**config.mk**
```make
export PLATFORM = sky130hd
export DESIGN_NAME = brck_table
export DESIGN_NICKNAME = d
export VERILOG_FILES = /design/src/rtl/brck_pkg.sv /design/src/rtl/brck_arb.sv /design/src/rtl/brck_ptr_ctrl.sv /design/src/rtl/brck_store.sv /design/src/rtl/brck_restore_pipe.sv /design/src/rtl/brck_table.sv
export SDC_FILE = /design/constraint.sdc
export NUM_CORES = 1
export LEC_CHECK = 0
export BUFFER_PORTS_ARGS = -buffer_cell sky130_fd_sc_hd__buf_2
export CORE_MARGIN = 3
export CORE_UTILIZATION = 50
export CTS_BUF_LIST = sky130_fd_sc_hd__clkbuf_4
export DETAILED_ROUTE_END_ITERATION = 6
export PLACE_DENSITY_LB_ADDON = 0.25
export REMOVE_ABC_BUFFERS = 1
export SYNTH_ARGS = -nofsm -noshare
export SYNTH_HDL_FRONTEND = slang
export SYNTH_SLANG_ARGS = --single-unit
```
**constraint.sdc**
```tcl
create_clock -name clk -period 4.9 [get_ports clk]
set_input_delay 0.245 -clock clk [delete_from_list [all_inputs] [get_ports clk]]
set_output_delay 0.245 -clock clk [all_outputs]
set_load 0.01 [all_outputs]
```
**src/rtl/brck_pkg.sv**
```systemverilog
package brck_pkg;

   // operations accepted in one cycle
   typedef struct packed {
      logic alloc;
      logic retire;
      logic squash;
   } brck_ops_t;

   localparam int unsigned BRCK_MAX_RESTORE = 2;

endpackage

```
**src/rtl/brck_arb.sv**
```systemverilog
module brck_arb
   import brck_pkg::*;
#(
   parameter int unsigned ID_W = 3
) (
   input  logic            alloc_req,
   input  logic            retire_req,
   input  logic            squash_req,
   input  logic [ID_W-1:0] squash_id,
   input  logic            busy,
   input  logic [ID_W-1:0] rd_idx,
   input  logic [ID_W:0]   occ,
   input  logic            full,
   input  logic            empty,
   output brck_ops_t       ops,
   output logic [ID_W-1:0] sq_off
);

   logic sq_live;

   always_comb begin
      sq_off     = squash_id - rd_idx;
      sq_live    = ({1'b0, sq_off} < occ);
      ops.squash = squash_req && !busy && sq_live;
      ops.alloc  = alloc_req  && !busy && !full  && !squash_req;
      ops.retire = retire_req && !busy && !empty && !squash_req;
   end

endmodule

```
**src/rtl/brck_ptr_ctrl.sv**
```systemverilog
module brck_ptr_ctrl
   import brck_pkg::*;
#(
   parameter int unsigned ID_W = 3
) (
   input  logic            clk,
   input  logic            rst_n,
   input  brck_ops_t       ops,
   input  logic [ID_W-1:0] sq_off,
   output logic [ID_W-1:0] wr_idx,
   output logic [ID_W-1:0] rd_idx,
   output logic [ID_W:0]   occ
);

   logic [ID_W:0] wr_q, rd_q, wr_d, rd_d;

   always_comb begin
      wr_d = wr_q;
      rd_d = rd_q;
      if (ops.squash) begin
         wr_d = rd_q + {1'b0, sq_off};
      end else if (ops.alloc) begin
         wr_d = wr_q + 1'b1;
      end
      if (ops.retire) begin
         rd_d = rd_q + 1'b1;
      end
   end

   always_ff @(posedge clk or negedge rst_n) begin
      if (!rst_n) begin
         wr_q <= '0;
         rd_q <= '0;
      end else begin
         wr_q <= wr_d;
         rd_q <= rd_d;
      end
   end

   assign wr_idx = wr_q[ID_W-1:0];
   assign rd_idx = rd_q[ID_W-1:0];
   assign occ    = wr_q - rd_q;

endmodule

```
**src/rtl/brck_store.sv**
```systemverilog
module brck_store #(
   parameter int unsigned DEPTH   = 8,
   parameter int unsigned ID_W    = 3,
   parameter int unsigned ENTRY_W = 64
) (
   input  logic               clk,
   input  logic               wr_en,
   input  logic [ID_W-1:0]    wr_idx,
   input  logic [ENTRY_W-1:0] wr_data,
   input  logic [ID_W-1:0]    rd_idx,
   output logic [ENTRY_W-1:0] rd_data
);

   logic [ENTRY_W-1:0] slot_q [DEPTH];

   for (genvar s = 0; s < DEPTH; s++) begin : g_slot
      always_ff @(posedge clk) begin
         if (wr_en && (wr_idx == ID_W'(s))) begin
            slot_q[s] <= wr_data;
         end
      end
   end

   assign rd_data = slot_q[rd_idx];

endmodule

```
**src/rtl/brck_restore_pipe.sv**
```systemverilog
module brck_restore_pipe #(
   parameter int unsigned ENTRY_W        = 64,
   parameter int unsigned RESTORE_CYCLES = 1
) (
   input  logic               clk,
   input  logic               rst_n,
   input  logic               start,
   input  logic [ENTRY_W-1:0] start_data,
   output logic               busy,
   output logic               out_valid,
   output logic [ENTRY_W-1:0] out_data
);

   logic               v1_q;
   logic [ENTRY_W-1:0] d1_q;

   always_ff @(posedge clk or negedge rst_n) begin
      if (!rst_n) begin
         v1_q <= 1'b0;
         d1_q <= '0;
      end else begin
         v1_q <= start;
         if (start) d1_q <= start_data;
      end
   end

   if (RESTORE_CYCLES == 1) begin : g_one
      assign busy      = v1_q;
      assign out_valid = v1_q;
      assign out_data  = d1_q;
   end else begin : g_two
      logic               v2_q;
      logic [ENTRY_W-1:0] d2_q;
      always_ff @(posedge clk or negedge rst_n) begin
         if (!rst_n) begin
            v2_q <= 1'b0;
            d2_q <= '0;
         end else begin
            v2_q <= v1_q;
            if (v1_q) d2_q <= d1_q;
         end
      end
      assign busy      = v1_q | v2_q;
      assign out_valid = v2_q;
      assign out_data  = d2_q;
   end

endmodule

```
**src/rtl/brck_table.sv**
```systemverilog
module brck_table
   import brck_pkg::*;
#(
   parameter int unsigned NUM_ARCH       = 8,
   parameter int unsigned NUM_PHYS       = 256,
   parameter int unsigned DEPTH          = 8,
   parameter int unsigned RESTORE_CYCLES = 1,
   localparam int unsigned PTR_W   = $clog2(NUM_PHYS),
   localparam int unsigned ID_W    = $clog2(DEPTH),
   localparam int unsigned ENTRY_W = NUM_ARCH * PTR_W
) (
   input  logic               clk,
   input  logic               rst_n,
   input  logic               alloc_req,
   input  logic [ENTRY_W-1:0] alloc_tails,
   output logic [ID_W-1:0]    alloc_id,
   output logic               full,
   output logic               empty,
   input  logic               retire_req,
   input  logic               squash_req,
   input  logic [ID_W-1:0]    squash_id,
   output logic               busy,
   output logic               restore_valid,
   output logic [ENTRY_W-1:0] restore_tails
);

   if (DEPTH < 2 || (1 << ID_W) != DEPTH) begin : g_bad_depth
      $error("brck_table: DEPTH must be a power of two, at least 2");
   end
   if (RESTORE_CYCLES < 1 || RESTORE_CYCLES > BRCK_MAX_RESTORE) begin : g_bad_lat
      $error("brck_table: RESTORE_CYCLES must be 1 or 2");
   end
   if (NUM_ARCH < 1 || NUM_PHYS < 2) begin : g_bad_regs
      $error("brck_table: register counts out of range");
   end

   brck_ops_t          ops;
   logic [ID_W-1:0]    sq_off, wr_idx, rd_idx;
   logic [ID_W:0]      occ;
   logic [ENTRY_W-1:0] rd_data;

   assign full     = (occ == (ID_W+1)'(DEPTH));
   assign empty    = (occ == '0);
   assign alloc_id = wr_idx;

   brck_arb #(.ID_W(ID_W)) u_arb (
      .alloc_req (alloc_req),
      .retire_req(retire_req),
      .squash_req(squash_req),
      .squash_id (squash_id),
      .busy      (busy),
      .rd_idx    (rd_idx),
      .occ       (occ),
      .full      (full),
      .empty     (empty),
      .ops       (ops),
      .sq_off    (sq_off)
   );

   brck_ptr_ctrl #(.ID_W(ID_W)) u_ptr (
      .clk   (clk),
      .rst_n (rst_n),
      .ops   (ops),
      .sq_off(sq_off),
      .wr_idx(wr_idx),
      .rd_idx(rd_idx),
      .occ   (occ)
   );

   brck_store #(.DEPTH(DEPTH), .ID_W(ID_W), .ENTRY_W(ENTRY_W)) u_store (
      .clk    (clk),
      .wr_en  (ops.alloc),
      .wr_idx (wr_idx),
      .wr_data(alloc_tails),
      .rd_idx (squash_id),
      .rd_data(rd_data)
   );

   brck_restore_pipe #(.ENTRY_W(ENTRY_W), .RESTORE_CYCLES(RESTORE_CYCLES)) u_rst (
      .clk       (clk),
      .rst_n     (rst_n),
      .start     (ops.squash),
      .start_data(rd_data),
      .busy      (busy),
      .out_valid (restore_valid),
      .out_data  (restore_tails)
   );

endmodule

```
# Word level (Yosys, flattened, before mapping)
# Memory sizes are Yosys's and may differ from the RTL's. A register that Yosys moved wholly into a read port is not among the register bits.
# Index checks and enable logic that the tools add are counted.
op_classes:
  n_addsub: 5
  magnitude_cmp: 1
  n_eq_ne: 8
  mux: 39
  n_reduce_logical: 31
ops:
  columns: ["operator", "count"]
  rows:
  - ["two-way mux 64 bit", 7]
  - ["OR reduction 64 bit", 7]
  - ["two-way mux 1 bit", 23]
  - ["two-way mux 3 bit", 7]
  - ["logical AND 1 bit", 16]
  - ["equality test 3 bit (second input constant)", 4]
  - ["adder 4 x 1 -> 4 bit (second input constant)", 2]
  - ["two-way mux 4 bit", 2]
  - ["equality test 3 x 2 -> 1 bit (second input constant)", 2]
  - ["zero test 1 bit", 5]
  - ["adder 4 x 3 -> 4 bit", 1]
  - ["equality test 4 bit (second input constant)", 1]
  - ["zero test 4 bit", 1]
  - ["< comparator 3 x 4 -> 1 bit", 1]
  - ["subtractor 4 bit", 1]
  - ["equality test 3 x 1 -> 1 bit (second input constant)", 1]
  - ["zero test 3 bit", 1]
  - ["subtractor 3 bit", 1]
  - ["nonzero test 2 bit", 1]
word_totals:
  reg_bits: 9
  ram_bits: 512
  inputBits: 72
  memories: 1
memory_table:
  columns: ["memory", "words", "width", "read_ports", "rd_clocked_by_memory_dff", "write_ports", "line", "source"]
  rows:
  - ["u_store.slot_q", 8, 64, 1, 1, 1, "brck_store.sv:14", "logic [ENTRY_W-1:0] slot_q [DEPTH];"]

# Logic depth before layout (Yosys ltp)
logic_depth:
  depth_word: 16
  ltp_mapped: 14

# Modules after synthesis
# A second synthesis with hierarchy kept.
unflattened:
  hier_cells: 971
  area_unflattened_um2: 22769.3
by_module_without_submodules:
  columns: ["module", "instances", "cells_each", "area_each_um2", "seq_area_each_um2"]
  rows:
  - ["brck_store", 1, 752, 19266.0, 15374.7]
  - ["brck_restore_pipe", 1, 137, 2711.4, 1626.6]
  - ["brck_ptr_ctrl", 1, 61, 606.8, 200.2]
  - ["brck_arb", 1, 19, 157.7, 0.0]
  - ["brck_table", 1, 2, 27.5, 0.0]

# Worst setup path after synthesis
# OpenSTA, ideal clock, no wires.
synth_path:
  kind: "reg2reg"
  from: "register u_ptr.wr_q[0]"
  to: "memory u_store.slot_q[5][0], enable pin"
  setup_time_ns: 0.429
  t_arrival_ns: 3.549
  required_time_ns: 4.471
  setup_slack_ns: 0.922
  stages_incl_launch_ff: 9
  path_buffers: 1
  synth_period_minus_slack_ns: 3.978
  path_cell_list: "dfrtp_1 -> inv_1 -> ha_1 -> fa_1 -> xor2_1 -> and3_1 -> a31oi_1 -> buf_2 -> and3_1"
synth_via:
  elab_chain_len: 16
  elab_cells_between_ends: 58
  classes_between: "1 x add/sub; 8 x eq/ne; 30 x mux; 19 x reduce/logical"
synth_lines:
  columns: ["element", "line", "source"]
  rows:
  - ["start, declared", "brck_ptr_ctrl.sv:15", "logic [ID_W:0] wr_q, rd_q, wr_d, rd_d;"]
  - ["start signal, assigned", "brck_ptr_ctrl.sv:35", "wr_q <= wr_d;"]
  - ["subtractor 4 bit", "brck_ptr_ctrl.sv:42", "assign occ = wr_q - rd_q;"]
  - ["equality test 4 bit", "brck_table.sv:42", "assign full = (occ == (ID_W+1)'(DEPTH));"]
  - ["zero test 1 bit", "brck_arb.sv:25", "ops.alloc = alloc_req && !busy && !full && !squash_req;"]
  - ["logical AND 1 bit (2 in series)", "brck_arb.sv:25", null]
  - ["logical AND 1 bit", "brck_store.sv:18", "if (wr_en && (wr_idx == ID_W'(s))) begin"]
  - ["two-way mux 1 bit", "brck_store.sv:18", null]
  - ["two-way mux 1 bit (not written as such)", "brck_store.sv:19", "slot_q[s] <= wr_data;"]
  - ["OR reduction 64 bit (no line)", null, null]
  - ["two-way mux 3 bit (no line) / two-way mux 1 bit (equally long branches) (7 in series)", null, null]
  - ["end, declared", "brck_store.sv:14", null]
# Several ways; a longest one is shown, not always the timed one.

# Worst setup path after layout
layout_path:
  from: "register u_ptr.wr_q[0]"
  to: "memory u_store.slot_q[5][54], enable pin"
# Same word-level chain as after synthesis.

==> results.cfg <==
[run_status]
status = complete, no violations

[grt]
grt_pass1_wl_um = 69400
grt_max_degree = 137
grt_antenna_before_repair = 3
global_route.overflow_total = 0
grt.total_usage_pct = 19.6
via_count_of_the_first_global_routing_pass = 12100

[drt]
post-route-drc-count = 0
drt.antenna.violating_nets = 0
met3RoutedLength_um = 2390
topRoutingLayerUsed = met5
vias = 11100
vias_per_cell = 5.34
drt_first_pass_iters = 5
routed_wire_length_per_instance_um = 21.1
route.final.wire_length_um = 43700
wire_length_on_met2_um = 21900
detailedRoute.firstIterationViolations = 713
met1_length_um = 18900

[clocking]
number_of_h_tree_branching_levels = 4
cts_buffers = 151
tritoncts = done
cts.clk_slew.worst_paths_ns = 0.06
holdBufCountCts = 76
clock_net_sink_count = 585
cts_root_buffer = clkbuf_4
postCtsResizedCells = 0
post_cts_buffers = 0
cts_max_path_buffers = 3
clk-insertion-delay-late_ns = 0.91

[finish]
nNetsFinal = 1472
layout-area-overhead-vs-synth_pct = 19.3
share_of_post_route_cells_with_drive_strength_above_1_pct = 36.4
post-route-util_pct = 61.0

[timing]
tightestPinTransition_ns = 1.04
timing.final.ws_setup_ns = 1.50
final_clock_period_utilization_by_the_worst_path_pct = 69.5
max_freq_mhz = 294
final_hold_viol_count = 0
final.setup_skew_ns = 0.0387
period_needed_ns = 3.40
slew_viol_final = 0
unrepaired_setup_endpoints_after_global_routing = false
setup_viol = 0
max-slew-margin-rel_pct = 30.6

[die]
die_x_um = 217
die_footprint_mm2 = 0.0470
design.portCount = 143
initial_core_util_pct = 51.1
std_cell_rows = 76
floorplan.die.height_um = 217
fp.coreArea_mm2 = 0.0435

[synthesis]
yosys-top-cells-area = edfxtp_1, mux4_2, dfrtp_1
synth_area_per_cell_um2 = 21.3
cell_area_synth_mm2 = 0.0222
postSynthRegisterBits = 585
yosysTopAreaCellShare_pct = 69.2
netlist_instances = 1044
fraction_of_the_yosys_area_taken_by_sequential_cells_pct = 77.4
netlist.top_cell.by_area = edfxtp_1
synth_warnings = 0
synth.lib_cells_used.distinct = 33

[pwr]
irDropWorstVdd_mv = 1.18
static-leakage-power_nw = 9.37
power_per_cell_area_mw_per_mm2 = 498

[setup_path]
worstPathRequired_ns = 5.47
worstPathArrival_ns = 3.98
crit_chain = inv_1 -> ha_1 -> fa_1 -> xor2_1 -> and3_1 -> a31oi_1 -> buf_4 -> and3_4 -> buf_4
path_common_cell = buf_4
peak_fanout_along_the_critical_path = 38
cp-end-kind = flop
cp-start-kind = flop
ff2ff_path_depth = 9
kind_of_critical_path = flop to flop
crit_family = simple AND/OR/NAND/NOR gates
worst_path_max_delay_cell = and3_4
r2r-start = u_ptr.wr_q[0]$_DFFE_PN0P_
crit_buf_inv = 3
ff2ff_setup_slack_ns = 1.50
regToRegEndpoint = u_store.slot_q[5][54]$_DFFE_PP_
cpPeakStageDelay_ns = 0.71

[placed_design]
routabilityCongestion = 0.769
hpwl_after_detailed_placement_um = 24200
pre_cts_slack_ns = 1.46
port_buffer_count = 142

[hold_path]
worstHoldPathType = input port to flop
cells_on_worst_hold_path = 6
worst_hold_path.endpoint = u_ptr.wr_q[0]$_DFFE_PN0P_
hp-start = squash_id[0]

[run]
cap_viol_max_count = 0
## sequential cells by signal, indices dropped and copies added, names as in the netlist
| signal | flops |
|---|---|
| u_rst.busy | 1 |
| u_store.slot_q | 512 |
| u_rst.out_data | 64 |
| u_ptr.wr_q | 4 |
| u_ptr.rd_q | 4 |
## logic make-up after synthesis
kind of cell / synth area share (%)
AOI/OAI and AO/OA: 2.00
xor gates and xnor gates: 0.473
adders and majority gates: 1.11
buffers and inverters: 1.31
DFF: 77.4
muxes: 16.0
and+or+nand+nor: 1.76
## cell usage after synthesis
cell type / number
a211oi_1: 1
buf_2: 25
nor3b_1: 1
dfrtp_1: 73
edfxtp_1: 512
nand2_1: 6
nor3_1: 1
a21oi_1: 66
a211o_1: 1
a311oi_4: 1
xor2_1: 4
mux2i_1: 64
o21bai_1: 1
mux2_2: 2
nor2_1: 66
and3_1: 10
a31oi_1: 2
and3b_1: 1
mux4_2: 128
a21o_1: 3
nand3_1: 2
nand3b_1: 1
ha_1: 15
fa_1: 3
buf_1: 3
clkbuf_1: 20
o21ai_1: 1
o21ai_0: 5
nand4_1: 1
xnor2_1: 8
and2_1: 2
inv_1: 9
buf_4: 6
## worst max path at each step
stage | start | end | slack (ns) | cells after the start
after floorplan | u_ptr.wr_q[0]$_DFFE_PN0P_ | u_ptr.wr_q[1]$_DFFE_PN0P_ | -0.07 | 8
after global placement | squash_id[0] | u_ptr.wr_q[1]$_DFFE_PN0P_ | 1.46 | 11
after detailed placement | squash_id[0] | u_ptr.wr_q[1]$_DFFE_PN0P_ | 1.46 | 11
after CTS | u_ptr.wr_q[0]$_DFFE_PN0P_ | u_store.slot_q[5][54]$_DFFE_PP_ | 1.52 | 9
after global routing | u_ptr.wr_q[0]$_DFFE_PN0P_ | u_store.slot_q[5][54]$_DFFE_PP_ | 1.34 | 9
final | u_ptr.wr_q[0]$_DFFE_PN0P_ | u_store.slot_q[5][54]$_DFFE_PP_ | 1.50 | 9
## cell usage in the layout, fill, tap and decap left out, drive strengths merged, types with 2 or more instances in the layout
cell type / synthesis / layout
and2: 2 / 2
nand3: 2 / 2
edfxtp: 512 / 512
nor2: 66 / 66
xnor2: 8 / 8
inv: 9 / 10
clkbuf: 20 / 224
buf: 34 / 164
and3: 10 / 10
mux2: 2 / 2
diode: 0 / 2
bufinv: 0 / 7
mux4: 128 / 128
mux2i: 64 / 64
dlygate4sd3: 0 / 75
o21ai: 6 / 6
ha: 15 / 15
clkinvlp: 0 / 4
nand2: 6 / 6
dfrtp: 73 / 73
a31oi: 2 / 2
a21o: 3 / 3
fa: 3 / 3
a21oi: 66 / 66
clkinv: 0 / 25
xor2: 4 / 4
## layout make-up
class / instances / area, um2
repair buffers: 239 / 1760
fillers: 3200 / 16900
clock inverters: 37 / 342
diodes: 2 / 5.00
well taps: 585 / 732
clock buffers: 224 / 1680
flip-flops and latches: 585 / 17200
multi-input cells: 396 / 4770
inverters: 9 / 33.8
## worst register-to-register path, delay by kind of cell, from the launching register on
kind / cells / cell delay, ns
simple gates: 2 / 0.94
xor+xnor: 1 / 0.17
compound gates: 1 / 0.19
buf+inv: 3 / 0.73
fa+ha+maj: 2 / 0.63
flops: 1 / 0.44
## per-stage QoR
stage	TNS [ns]	instance area (um2)	hold slack [ns]	cells	total power, mW
after floorplan	-0.103	22000	-0.0506	990	8.01
after CTS	0	26500	0.00165	2075	13.4
after global routing	0	26500	0.0312	2076	14.1
final	0	26500	0.135	2077	13.2
after global placement	0	23700	0.220	1738	8.92
after detailed placement	0	23700	0.228	1738	8.99
## per-layer routing
metal  GRT usage [%]  up-vias
met3            6.19       50
met1            26.3     5696
met5               0        -
li1                -     5034
met4            6.04        2
met2            31.4      307
## power breakdown
part / switching (mW) / total [mW] / internal [mW]
registers: 0.263 / 6.33 / 6.07
logic: 1.54 / 2.57 / 1.03
clock network: 1.87 / 4.32 / 2.45
total: 3.68 / 13.2 / 9.54
No activity file was read; power rests on OpenSTA's default activity.
